==> config.mk <==
export PLATFORM = sky130hd
export DESIGN_NAME = serial_audio_rx
export DESIGN_NICKNAME = d
export VERILOG_FILES = /design/src/rtl/serial_audio_rx_pkg.sv /design/src/rtl/serial_audio_rx_ctrl.sv /design/src/rtl/serial_audio_rx_dp.sv /design/src/rtl/serial_audio_rx.sv
export SDC_FILE = /design/constraint.sdc
export NUM_CORES = 1
export LEC_CHECK = 0
export ABC_AREA = 0
export ABC_CLOCK_PERIOD_IN_PS = 3200
export BUFFER_PORTS_ARGS = -buffer_cell sky130_fd_sc_hd__buf_4
export CAP_MARGIN = 5
export CORE_ASPECT_RATIO = 1.5
export CORE_UTILIZATION = 57
export CTS_BUF_LIST = sky130_fd_sc_hd__clkbuf_4 sky130_fd_sc_hd__clkbuf_8
export DETAILED_ROUTE_END_ITERATION = 10
export PLACE_DENSITY = 0.78
export SLEW_MARGIN = 5
export SYNTH_ARGS = -nofsm -noshare
export SYNTH_HDL_FRONTEND = slang
export SYNTH_SLANG_ARGS = --single-unit
==> constraint.sdc <==
create_clock -name clk -period 3.2 [get_ports clk]
set_clock_uncertainty 0.2 [all_clocks]
set_input_delay 0.16 -clock clk [delete_from_list [all_inputs] [get_ports clk]]
set_output_delay 0.16 -clock clk [all_outputs]
set_load 0.02 [all_outputs]
==> src/rtl/serial_audio_rx_pkg.sv <==
package serial_audio_rx_pkg;

  localparam int SAMPLE_W = 24;
  localparam int POS_W    = $clog2(SAMPLE_W);

  // strobes from control to datapath, valid for one system clock
  typedef struct packed {
    logic             clearWord;
    logic             captureEn;
    logic [POS_W-1:0] bitPos;
    logic             dataBit;
    logic             wordDone;
    logic             wordLeft;
  } rxStrobe_t;

  function automatic logic [5:0] slotsPerChan(input logic [1:0] rateCode);
    case (rateCode)
      2'b00:   return 6'd16;
      2'b01:   return 6'd24;
      default: return 6'd32;
    endcase
  endfunction

  function automatic logic [POS_W-1:0] wordBits(input logic [1:0] lenCode);
    case (lenCode)
      2'b00:   return POS_W'(16);
      2'b01:   return POS_W'(18);
      2'b10:   return POS_W'(20);
      default: return POS_W'(24);
    endcase
  endfunction

endpackage

==> src/rtl/serial_audio_rx_ctrl.sv <==
module serial_audio_rx_ctrl
  import serial_audio_rx_pkg::*;
#(
  parameter int SYNC_STAGES = 2
) (
  input  logic             clk,
  input  logic             rstN,
  input  logic             bclkIn,
  input  logic             lrclkIn,
  input  logic             sdataIn,
  input  logic [1:0]       cfgBclkRate,
  input  logic             cfgLrPol,
  input  logic [1:0]       cfgFormat,
  input  logic [1:0]       cfgWordLen,
  output logic [POS_W-1:0] effLen,
  output rxStrobe_t        strb
);

  localparam int NUM_PINS = 3;
  localparam int SLOT_W   = 6;

  logic [NUM_PINS-1:0] pinRaw, pinSync;
  assign pinRaw = {sdataIn, lrclkIn, bclkIn};

  for (genvar g = 0; g < NUM_PINS; g++) begin : gSync
    logic [SYNC_STAGES-1:0] stages;
    always_ff @(posedge clk) begin
      if (!rstN) stages <= '0;
      else       stages <= {stages[SYNC_STAGES-2:0], pinRaw[g]};
    end
    assign pinSync[g] = stages[SYNC_STAGES-1];
  end

  logic bclkS, lrS, sdS, bclkD;
  assign bclkS = pinSync[0];
  assign lrS   = pinSync[1];
  assign sdS   = pinSync[2];

  logic              havePrev, prevLr, locked, busy, wordLeftQ;
  logic [SLOT_W-1:0] slotCnt, slotNow, slots, startSlot;
  logic [POS_W-1:0]  wordLen, bitIdx;
  logic              bclkRise, lrChange, curLeft, startNow, contNow, lastBit;

  assign slots   = slotsPerChan(cfgBclkRate);
  assign wordLen = wordBits(cfgWordLen);
  assign effLen  = (SLOT_W'(wordLen) < slots) ? wordLen : slots[POS_W-1:0];

  always_comb begin
    case (cfgFormat)
      2'b00:   startSlot = slots - SLOT_W'(effLen);
      2'b01:   startSlot = '0;
      default: startSlot = SLOT_W'(1);
    endcase
  end

  assign bclkRise = bclkS & ~bclkD;
  assign lrChange = havePrev && (lrS != prevLr);
  assign slotNow  = lrChange ? '0 : ((slotCnt == '1) ? slotCnt : slotCnt + 1'b1);
  assign curLeft  = (lrS == cfgLrPol);
  assign startNow = bclkRise && (locked || lrChange) && (slotNow == startSlot);
  assign contNow  = bclkRise && busy && !startNow;
  assign lastBit  = (bitIdx == effLen - 1'b1);

  always_comb begin
    strb.clearWord = startNow;
    strb.captureEn = startNow | contNow;
    strb.bitPos    = startNow ? '0 : bitIdx;
    strb.dataBit   = sdS;
    strb.wordDone  = contNow & lastBit;
    strb.wordLeft  = wordLeftQ;
  end

  always_ff @(posedge clk) begin
    if (!rstN) begin
      bclkD     <= 1'b0;
      havePrev  <= 1'b0;
      prevLr    <= 1'b0;
      locked    <= 1'b0;
      slotCnt   <= '0;
      busy      <= 1'b0;
      bitIdx    <= '0;
      wordLeftQ <= 1'b0;
    end else begin
      bclkD <= bclkS;
      if (bclkRise) begin
        havePrev <= 1'b1;
        prevLr   <= lrS;
        slotCnt  <= slotNow;
        if (lrChange) locked <= 1'b1;
        if (startNow) begin
          busy      <= 1'b1;
          bitIdx    <= POS_W'(1);
          wordLeftQ <= curLeft;
        end else if (contNow) begin
          if (lastBit) busy <= 1'b0;
          else         bitIdx <= bitIdx + 1'b1;
        end
      end
    end
  end


  capture_gap_chk: assert property (@(posedge clk) disable iff (!rstN)
    strb.captureEn |=> !strb.captureEn);


  bit_pos_chk: assert property (@(posedge clk) disable iff (!rstN)
    strb.captureEn |-> (strb.bitPos < effLen));

endmodule

==> src/rtl/serial_audio_rx_dp.sv <==
module serial_audio_rx_dp
  import serial_audio_rx_pkg::*;
(
  input  logic                clk,
  input  logic                rstN,
  input  rxStrobe_t           strb,
  input  logic [POS_W-1:0]    effLen,
  output logic [SAMPLE_W-1:0] leftOut,
  output logic [SAMPLE_W-1:0] rightOut,
  output logic                sampleValid
);

  localparam logic [SAMPLE_W-1:0] TOP_ONE = {1'b1, {(SAMPLE_W-1){1'b0}}};

  logic [SAMPLE_W-1:0] wordQ, wordNext, posMask, leftHold;
  logic                leftSeen;

  assign posMask = TOP_ONE >> strb.bitPos;

  always_comb begin
    wordNext = strb.clearWord ? '0 : wordQ;
    if (strb.captureEn)
      wordNext = (wordNext & ~posMask) | (strb.dataBit ? posMask : '0);
  end

  always_ff @(posedge clk) begin
    if (!rstN) begin
      wordQ       <= '0;
      leftHold    <= '0;
      leftSeen    <= 1'b0;
      leftOut     <= '0;
      rightOut    <= '0;
      sampleValid <= 1'b0;
    end else begin
      sampleValid <= 1'b0;
      if (strb.captureEn) wordQ <= wordNext;
      if (strb.wordDone) begin
        if (strb.wordLeft) begin
          leftHold <= wordNext;
          leftSeen <= 1'b1;
        end else if (leftSeen) begin
          leftOut     <= leftHold;
          rightOut    <= wordNext;
          sampleValid <= 1'b1;
          leftSeen    <= 1'b0;
        end
      end
    end
  end


  valid_pulse_chk: assert property (@(posedge clk) disable iff (!rstN)
    sampleValid |=> !sampleValid);


  output_hold_chk: assert property (@(posedge clk) disable iff (!rstN)
    !sampleValid |-> ($stable(leftOut) && $stable(rightOut)));


  zero_tail_chk: assert property (@(posedge clk) disable iff (!rstN)
    sampleValid |-> (((leftOut | rightOut) & ({SAMPLE_W{1'b1}} >> effLen)) == '0));

endmodule

==> src/rtl/serial_audio_rx.sv <==
module serial_audio_rx
  import serial_audio_rx_pkg::*;
#(
  parameter int SYNC_STAGES = 2
) (
  input  logic                clk,
  input  logic                rstN,
  input  logic                bclkIn,
  input  logic                lrclkIn,
  input  logic                sdataIn,
  input  logic [1:0]          cfgBclkRate,
  input  logic                cfgLrPol,
  input  logic [1:0]          cfgFormat,
  input  logic [1:0]          cfgWordLen,
  output logic [SAMPLE_W-1:0] leftOut,
  output logic [SAMPLE_W-1:0] rightOut,
  output logic                sampleValid
);

  rxStrobe_t        strb;
  logic [POS_W-1:0] effLen;

  serial_audio_rx_ctrl #(.SYNC_STAGES(SYNC_STAGES)) ctrl_i (
    .clk(clk), .rstN(rstN),
    .bclkIn(bclkIn), .lrclkIn(lrclkIn), .sdataIn(sdataIn),
    .cfgBclkRate(cfgBclkRate), .cfgLrPol(cfgLrPol),
    .cfgFormat(cfgFormat), .cfgWordLen(cfgWordLen),
    .effLen(effLen), .strb(strb)
  );

  serial_audio_rx_dp dp_i (
    .clk(clk), .rstN(rstN), .strb(strb), .effLen(effLen),
    .leftOut(leftOut), .rightOut(rightOut), .sampleValid(sampleValid)
  );

endmodule

==> reports/qor.csv, run 1 <==
metric;value;unit
finalWirelength;11.7;mm
hold_violations;0;
rows;43;
final_period_minus_worst_setup_slack;2.95;ns
layout_worst_path_cycle_share;92.2;%
routedLengthMet1;4.86;mm
remaining_drc_errors;0;
relative_area_change_from_synthesis_to_final_layout;17.4;%
synthesis.instances;597;
vertical_extent_of_the_die;121;µm
drive_above_1_share;20.1;%
cts_inserted_buffers;17;
critPathLaunchType;flip-flop;
yosysUniqueCellTypes;57;
ant_nets;0;
wl_met2;6.01;mm
area.sequential;2420;µm²
worstPathArrival;3.10;ns
setup_total_negative_slack;0;ns
yosysSeqAreaShare;44.8;%
yosys_register_bits;121;
dominantRegCellSynth;dfxtp_1;
power_density;476;nW/µm²
timing.critical_path.to_type;flip-flop;
run_status;finished clean;
required;3.35;ns
peakVddDrop;0.407;mV
cts_max_level;4;
slew-limit-headroom;47.5;%
routed_via_density;5.59;
netlist_top_cells_count;123 x nand2_1, 121 x dfxtp_1, 78 x mux2i_1, 30 x inv_1, 28 x clkbuf_1;
synth_top_area_share;44.8;%
grt_setup_unrepaired;no;
cts.path.max_buffers;2;
design.portCount;61;
track_usage;25.4;%
report.power.total;0.00302;W
syn_avg_cell_area;9.06;µm²
clock_tree.root_cell;clkbuf_8;
hold_class;input port to flip-flop;
nFillCells;733;
synth_edf_count;0;
yosys.cell_count.top_type;nand2_1;
yosys_warnings;0;
initial_utilization;58.4;%
number_of_global_route_vias_before_repair;4129;
number_of_setup_buffers_added_after_cts;0;
max_freq;339;MHz
multi_input_comb_area;2660;µm²
worst-setup-path-type;flip-flop to flip-flop;
yosys.area.top_type;dfxtp_1;
initial_antenna_violation_count;0;
maximum_number_of_pins_on_one_net_before_global_route_repair;84;
wl_met3;440;µm
fp.dieArea;9890;µm²
floorplan.core_area;9250;µm²
syn-cell-area;5410;µm²
maxCapViolCount;0;
clk_latency;0.44;ns
final_net_count;665;
power.leakage;2.93;nW
width_of_the_die;81.5;µm
tritoncts_num_sinks;121;
buffer_ports.inserted;60;
clkSlewWorstSetupHoldPaths;0.07;ns
maxSlewViolCount;0;
drt_iter0_markers;218;
synth-async-reset-ratio;0;%
max_slew.worst_pin.slew;0.788;ns
vias;4324;
setup_violations;0;
grt_pass1_wl;18.9;mm
topRoutingLayerUsed;met4;
routedWlPerCell;15.1;µm
synth_top_cells_by_area;dfxtp_1 45%, mux2i_1 14%, nand2_1 8.5%, mux2_2 4.2%, nand3_1 2.3%;
synth_nets;613;
place.detailed.hpwl;8.07;mm
drtPass1Iterations;5;
crit_fanout;33;
antennaDiodeCount;0;
tritoncts;done;
place.gp.congestion;0.901;
total_global_routing_overflow;0;
area by class of cell:
cell class	instances	area share, %
tap	112	2.21
sequential	121	38.2
timing repair buffer	75	9.42
inverter	30	1.77
clock inverter	6	1.36
multi-input combinational	404	41.9
clock buffer	25	5.13
layout by cell type, fill, tap and decap left out, drive strengths merged, types with 3 or more instances in the layout:
cell type / n
or4: 3
ha: 4
dlygate4sd3: 4
nand2b: 7
nand4: 7
o21ai: 4
mux2: 20
nor3: 7
nand3b: 6
xnor2: 3
a21oi: 13
buf: 71
a211oi: 3
dfxtp: 121
a21boi: 3
inv: 31
or2: 3
clkbuf: 25
and3: 4
nor4: 4
and2: 13
nand2: 123
xor2: 7
nor2: 26
nor2b: 7
mux2i: 78
nand3: 25
nor3b: 5
repair_timing:
| item | in CTS | in global routing |
|---|---|---|
| endpoints found under the hold margin | 4 | 0 |
| resized for setup | 0 | 0 |
| hold buffers | 4 | 0 |
path summary, 6_finish.rpt:
path | startpoint | to | slack (ns) | cells past startpoint
min reg2reg | ctrl_i.gSync[0].stages[0]$_SDFF_PN0_ | ctrl_i.gSync[0].stages[1]$_SDFF_PN0_ | 0.24 | 1
max | ctrl_i.slotCnt[0]$_SDFFE_PN0P_ | dp_i.rightOut[5]$_SDFFE_PN0P_ | 0.25 | 9
max reg2reg | ctrl_i.slotCnt[0]$_SDFFE_PN0P_ | dp_i.rightOut[5]$_SDFFE_PN0P_ | 0.25 | 9
min | rstN | dp_i.rightOut[20]$_SDFFE_PN0P_ | 0.13 | 3
power by group:
group           total, W  internal (W)  switching [W]  leakage [nW]
clock network    0.00141      0.000818       0.000589         0.213
logic          0.0000985     0.0000380      0.0000605          1.75
registers        0.00152       0.00151     0.00000765         0.976
total            0.00302       0.00237       0.000657          2.93
critical path: stages, from the launching register on:
cell and delay [ns]:
dfxtp_1 0.43, ha_1 0.31, xnor2_1 0.17, a221o_1 0.36, or4b_4 0.51, o2111ai_2 0.10
nand4_2 0.15, nand3_2 0.13, buf_12 0.24, mux2i_1 0.24
state kept, by name, summed over array words and instances (netlist names), 5 cells and up:
signal	flops
ctrl_i.slotCnt	6
dp_i.rightOut	24
dp_i.wordQ	24
ctrl_i.gSync.stages	6
dp_i.leftOut	24
dp_i.leftHold	24
ctrl_i.bitIdx	5
layer usage:
metal	vias up	global-route usage, %
li1	2123	-
met1	2067	28.0
met5	-	0
met4	0	11.3
met3	33	7.14
met2	101	43.9
cells by family after synthesis:
group | Yosys count | synth area share [%]
AND/OR/NAND/NOR | 248 | 21.9
flip-flops | 121 | 44.8
multiplexers | 98 | 18.6
buffers and inverters | 72 | 6.09
AO/OA/AOI/OAI | 44 | 6.09
XOR/XNOR | 10 | 1.62
adder cells (fa/ha/maj) | 4 | 0.926
stage by stage:
| stage | hold slack (ns) | util (%) | cells | worst slack, ns | cell area (µm²) |
|---|---|---|---|---|---|
| floorplan | 0.0873 | - | 597 | 0.256 | 5410 |
| global placement | 0.173 | 63.7 | 738 | 0.255 | 5890 |
| detailed placement | 0.176 | 63.7 | 738 | 0.141 | 5890 |
| CTS | 0.113 | 68.6 | 773 | 0.287 | 6350 |
| global route | 0.153 | 68.6 | 773 | 0.0785 | 6350 |
| finish | 0.126 | 68.6 | 773 | 0.250 | 6350 |
Note: power is estimated with default switching activity, not from simulation.
==> run 2: changes to the inputs <==
Settings changed: CORE_UTILIZATION 57 to 58, CTS_BUF_LIST sky130_fd_sc_hd__clkbuf_4 sky130_fd_sc_hd__clkbuf_8 to not set, PLACE_DENSITY 0.78 to 0.79.
==> reports/qor.csv, run 2 (synthesized netlist as in run 1, its figures left out) <==
metric;value;unit;change
vertical_extent_of_the_die;120;µm;-0.85%
crit_family;simple AND/OR/NAND/NOR gates;;
max_freq;332;MHz;-1.9%
hold_class;input port to flip-flop;;
maxSlewViolCount;0;;unchanged
timing.critical_path.to_type;flip-flop;;
most-common-layout-cells;123 x nand2_1, 121 x dfxtp_1, 78 x mux2i_1;;
clock_tree.root_cell;clkbuf_16;;
met2_usage;48.2;%;+4.4 points
worst_r2r_startpoint;ctrl_i.slotCnt[1]$_SDFFE_PN0P_;;
cts_max_level;4;;unchanged
relative_area_change_from_synthesis_to_final_layout;22.7;%;
number_of_setup_buffers_added_after_cts;0;;unchanged
timing.critical_path.slowest_cell_delay;0.52;ns;about the same
design_area;6630;µm²;+4.5%
tritoncts;done;;
min_path_cells;3;;unchanged
peakVddDrop;0.649;mV;+59%
number_of_global_route_vias_before_repair;4427;;+7.2%
reg2reg_slack;0.19;ns;-0.06 ns
width_of_the_die;80.8;µm;-0.85%
final_period_minus_worst_setup_slack;3.01;ns;+0.0574 ns
fp.dieArea;9720;µm²;-1.7%
cp_max_stage_cell;or4b_4;;
required;3.33;ns;-0.02 ns
cts.path.max_buffers;2;;unchanged
power_density;562;nW/µm²;+18%
hold_violations;0;;unchanged
critPathLaunchType;flip-flop;;
place.detailed.hpwl;8.62;mm;+6.8%
busiest_layer;met2;;
initial_utilization;60.5;%;+2.1 points
hold_end;dp_i.rightOut[19]$_SDFFE_PN0P_;;
worst-r2r-cell-count;9;;unchanged
grt_util_met3;6.42;%;-0.73 points
final_design_utilization;74.2;%;+5.7 points
global_route.usage.met1;29.9;%;+1.9 points
crit_chain;ha_1 -> xnor2_1 -> a221o_1 -> or4b_4 -> o2111ai_2 -> nand4_4 -> nand3_2 -> buf_4 -> mux2i_1;;
layout_commonest_cell;nand2_1;;
power.leakage;3.04;nW;+3.5%
worst_hold_launch;rstN;;
antennaDiodeCount;0;;unchanged
grt_pass1_wl;20.3;mm;+7.1%
drt_iter0_markers;245;;+12%
finalWirelength;12.6;mm;+7.7%
finalHoldWorstSlack;0.0904;ns;-0.0356 ns
layout_worst_path_cycle_share;94.0;%;+1.8 points
setup_violations;0;;unchanged
slew-limit-headroom;55.8;%;+8.3 points
ant_nets;0;;unchanged
vias;4449;;+2.9%
final_net_count;669;;+0.60%
run_status;finished clean;;
timing.critical_path.buf_inv;1;;unchanged
max_slew.worst_pin.slew;0.662;ns;-0.126 ns
clk_latency;0.40;ns;-0.04 ns
rows;42;;-2.3%
routedWlPerCell;16.2;µm;+7.6%
floorplan.core_area;8930;µm²;-3.5%
placed_area;5930;µm²;+0.68%
crit_fanout;15;;-55%
total_global_routing_overflow;0;;unchanged
drive_above_1_share;19.9;%;-0.24 points
initial_antenna_violation_count;0;;unchanged
worst-setup-path-type;flip-flop to flip-flop;;
place.gp.congestion;0.966;;+7.2%
design.portCount;61;;unchanged
r2r_end;dp_i.rightOut[11]$_SDFFE_PN0P_;;
maxCapViolCount;0;;unchanged
buffer_ports.inserted;60;;unchanged
routed_via_density;5.75;;+2.8%
tritoncts_num_sinks;121;;unchanged
clkSlewWorstSetupHoldPaths;0.05;ns;-0.02 ns
cts_inserted_buffers;17;;unchanged
remaining_drc_errors;0;;unchanged
worstPathArrival;3.14;ns;+0.04 ns
drtPass1Iterations;5;;unchanged
grt_setup_unrepaired;no;;
track_usage;27.4;%;+2.1 points
maximum_number_of_pins_on_one_net_before_global_route_repair;60;;-29%
setup_total_negative_slack;0;ns;unchanged
-- run 2: cell types whose count changed in the layout (fill, tap and decap cells not counted), sizes merged --
cell,previous run,this run
buf,71,75
bufinv,2,6
clkbuf,25,22
clkinvlp,1,0
inv,31,30
-- run 2: how the worst max path moves through the flow --
stage,slack [ns],from,endpoint,cells past startpoint
finish,0.19,ctrl_i.slotCnt[1]$_SDFFE_PN0P_,dp_i.rightOut[11]$_SDFFE_PN0P_,9
detailed placement,0.02,cfgBclkRate[1],dp_i.leftOut[5]$_SDFFE_PN0P_,12
CTS,0.13,ctrl_i.slotCnt[1]$_SDFFE_PN0P_,dp_i.rightOut[11]$_SDFFE_PN0P_,9
global route,0.06,ctrl_i.slotCnt[1]$_SDFFE_PN0P_,dp_i.leftOut[8]$_SDFFE_PN0P_,9
floorplan,0.26,cfgBclkRate[1],dp_i.rightOut[10]$_SDFFE_PN0P_,14
global placement,0.12,cfgBclkRate[1],dp_i.leftSeen$_SDFFE_PN0N_,12
-- run 2: layout make-up --
class / instances / area [µm²]
timing repair buffer: 79 / 641
multi-input combinational: 404 / 2670
inverter: 30 / 113
clock inverter: 8 / 194
clock buffer: 22 / 454
sequential: 121 / 2420
tap: 110 / 138
fill: 629 / 2300
-- run 2: repair_timing --
| action | in CTS | in global routing |
|---|---|---|
| hold buffers | 4 | 0 |
| endpoints found under the setup margin | 0 | 48 |
| hold endpoints to repair | 4 | 0 |
| gates resized for setup | 0 | 2 |
-- run 2: routing by layer --
| layer | wire, µm | part of all wire, % | vias up |
|---|---|---|---|
| li1 | - | - | 2131 |
| met1 | 4880 | 39 | 2118 |
| met2 | 6690 | 53 | 157 |
| met3 | 566 | 4.5 | 43 |
| met4 | 424 | 3.4 | 0 |
| met5 | 0 | 0 | - |
-- run 2: worst min-delay path, stage by stage --
cell,delay (ns)
buf_4,0.29
nand2_1,0.12
mux2i_1,0.06
-- run 2: through the flow --
| step | cells | worst slack, ns | power [W] |
|---|---|---|---|
| after floorplan | 597 | 0.256 | 0.00162 |
| after global placement | 740 | 0.125 | 0.00165 |
| after detailed placement | 740 | 0.0186 | 0.00165 |
| after CTS | 774 | 0.127 | 0.00374 |
| after global routing | 774 | 0.0556 | 0.00382 |
| final | 774 | 0.192 | 0.00372 |
-- run 2: power breakdown --
part           internal [W]  switching, W  total [W]
Combinational     0.0000417     0.0000635   0.000105
Sequential          0.00151    0.00000700    0.00152
Clock               0.00147      0.000627    0.00210
Total               0.00303      0.000698    0.00372
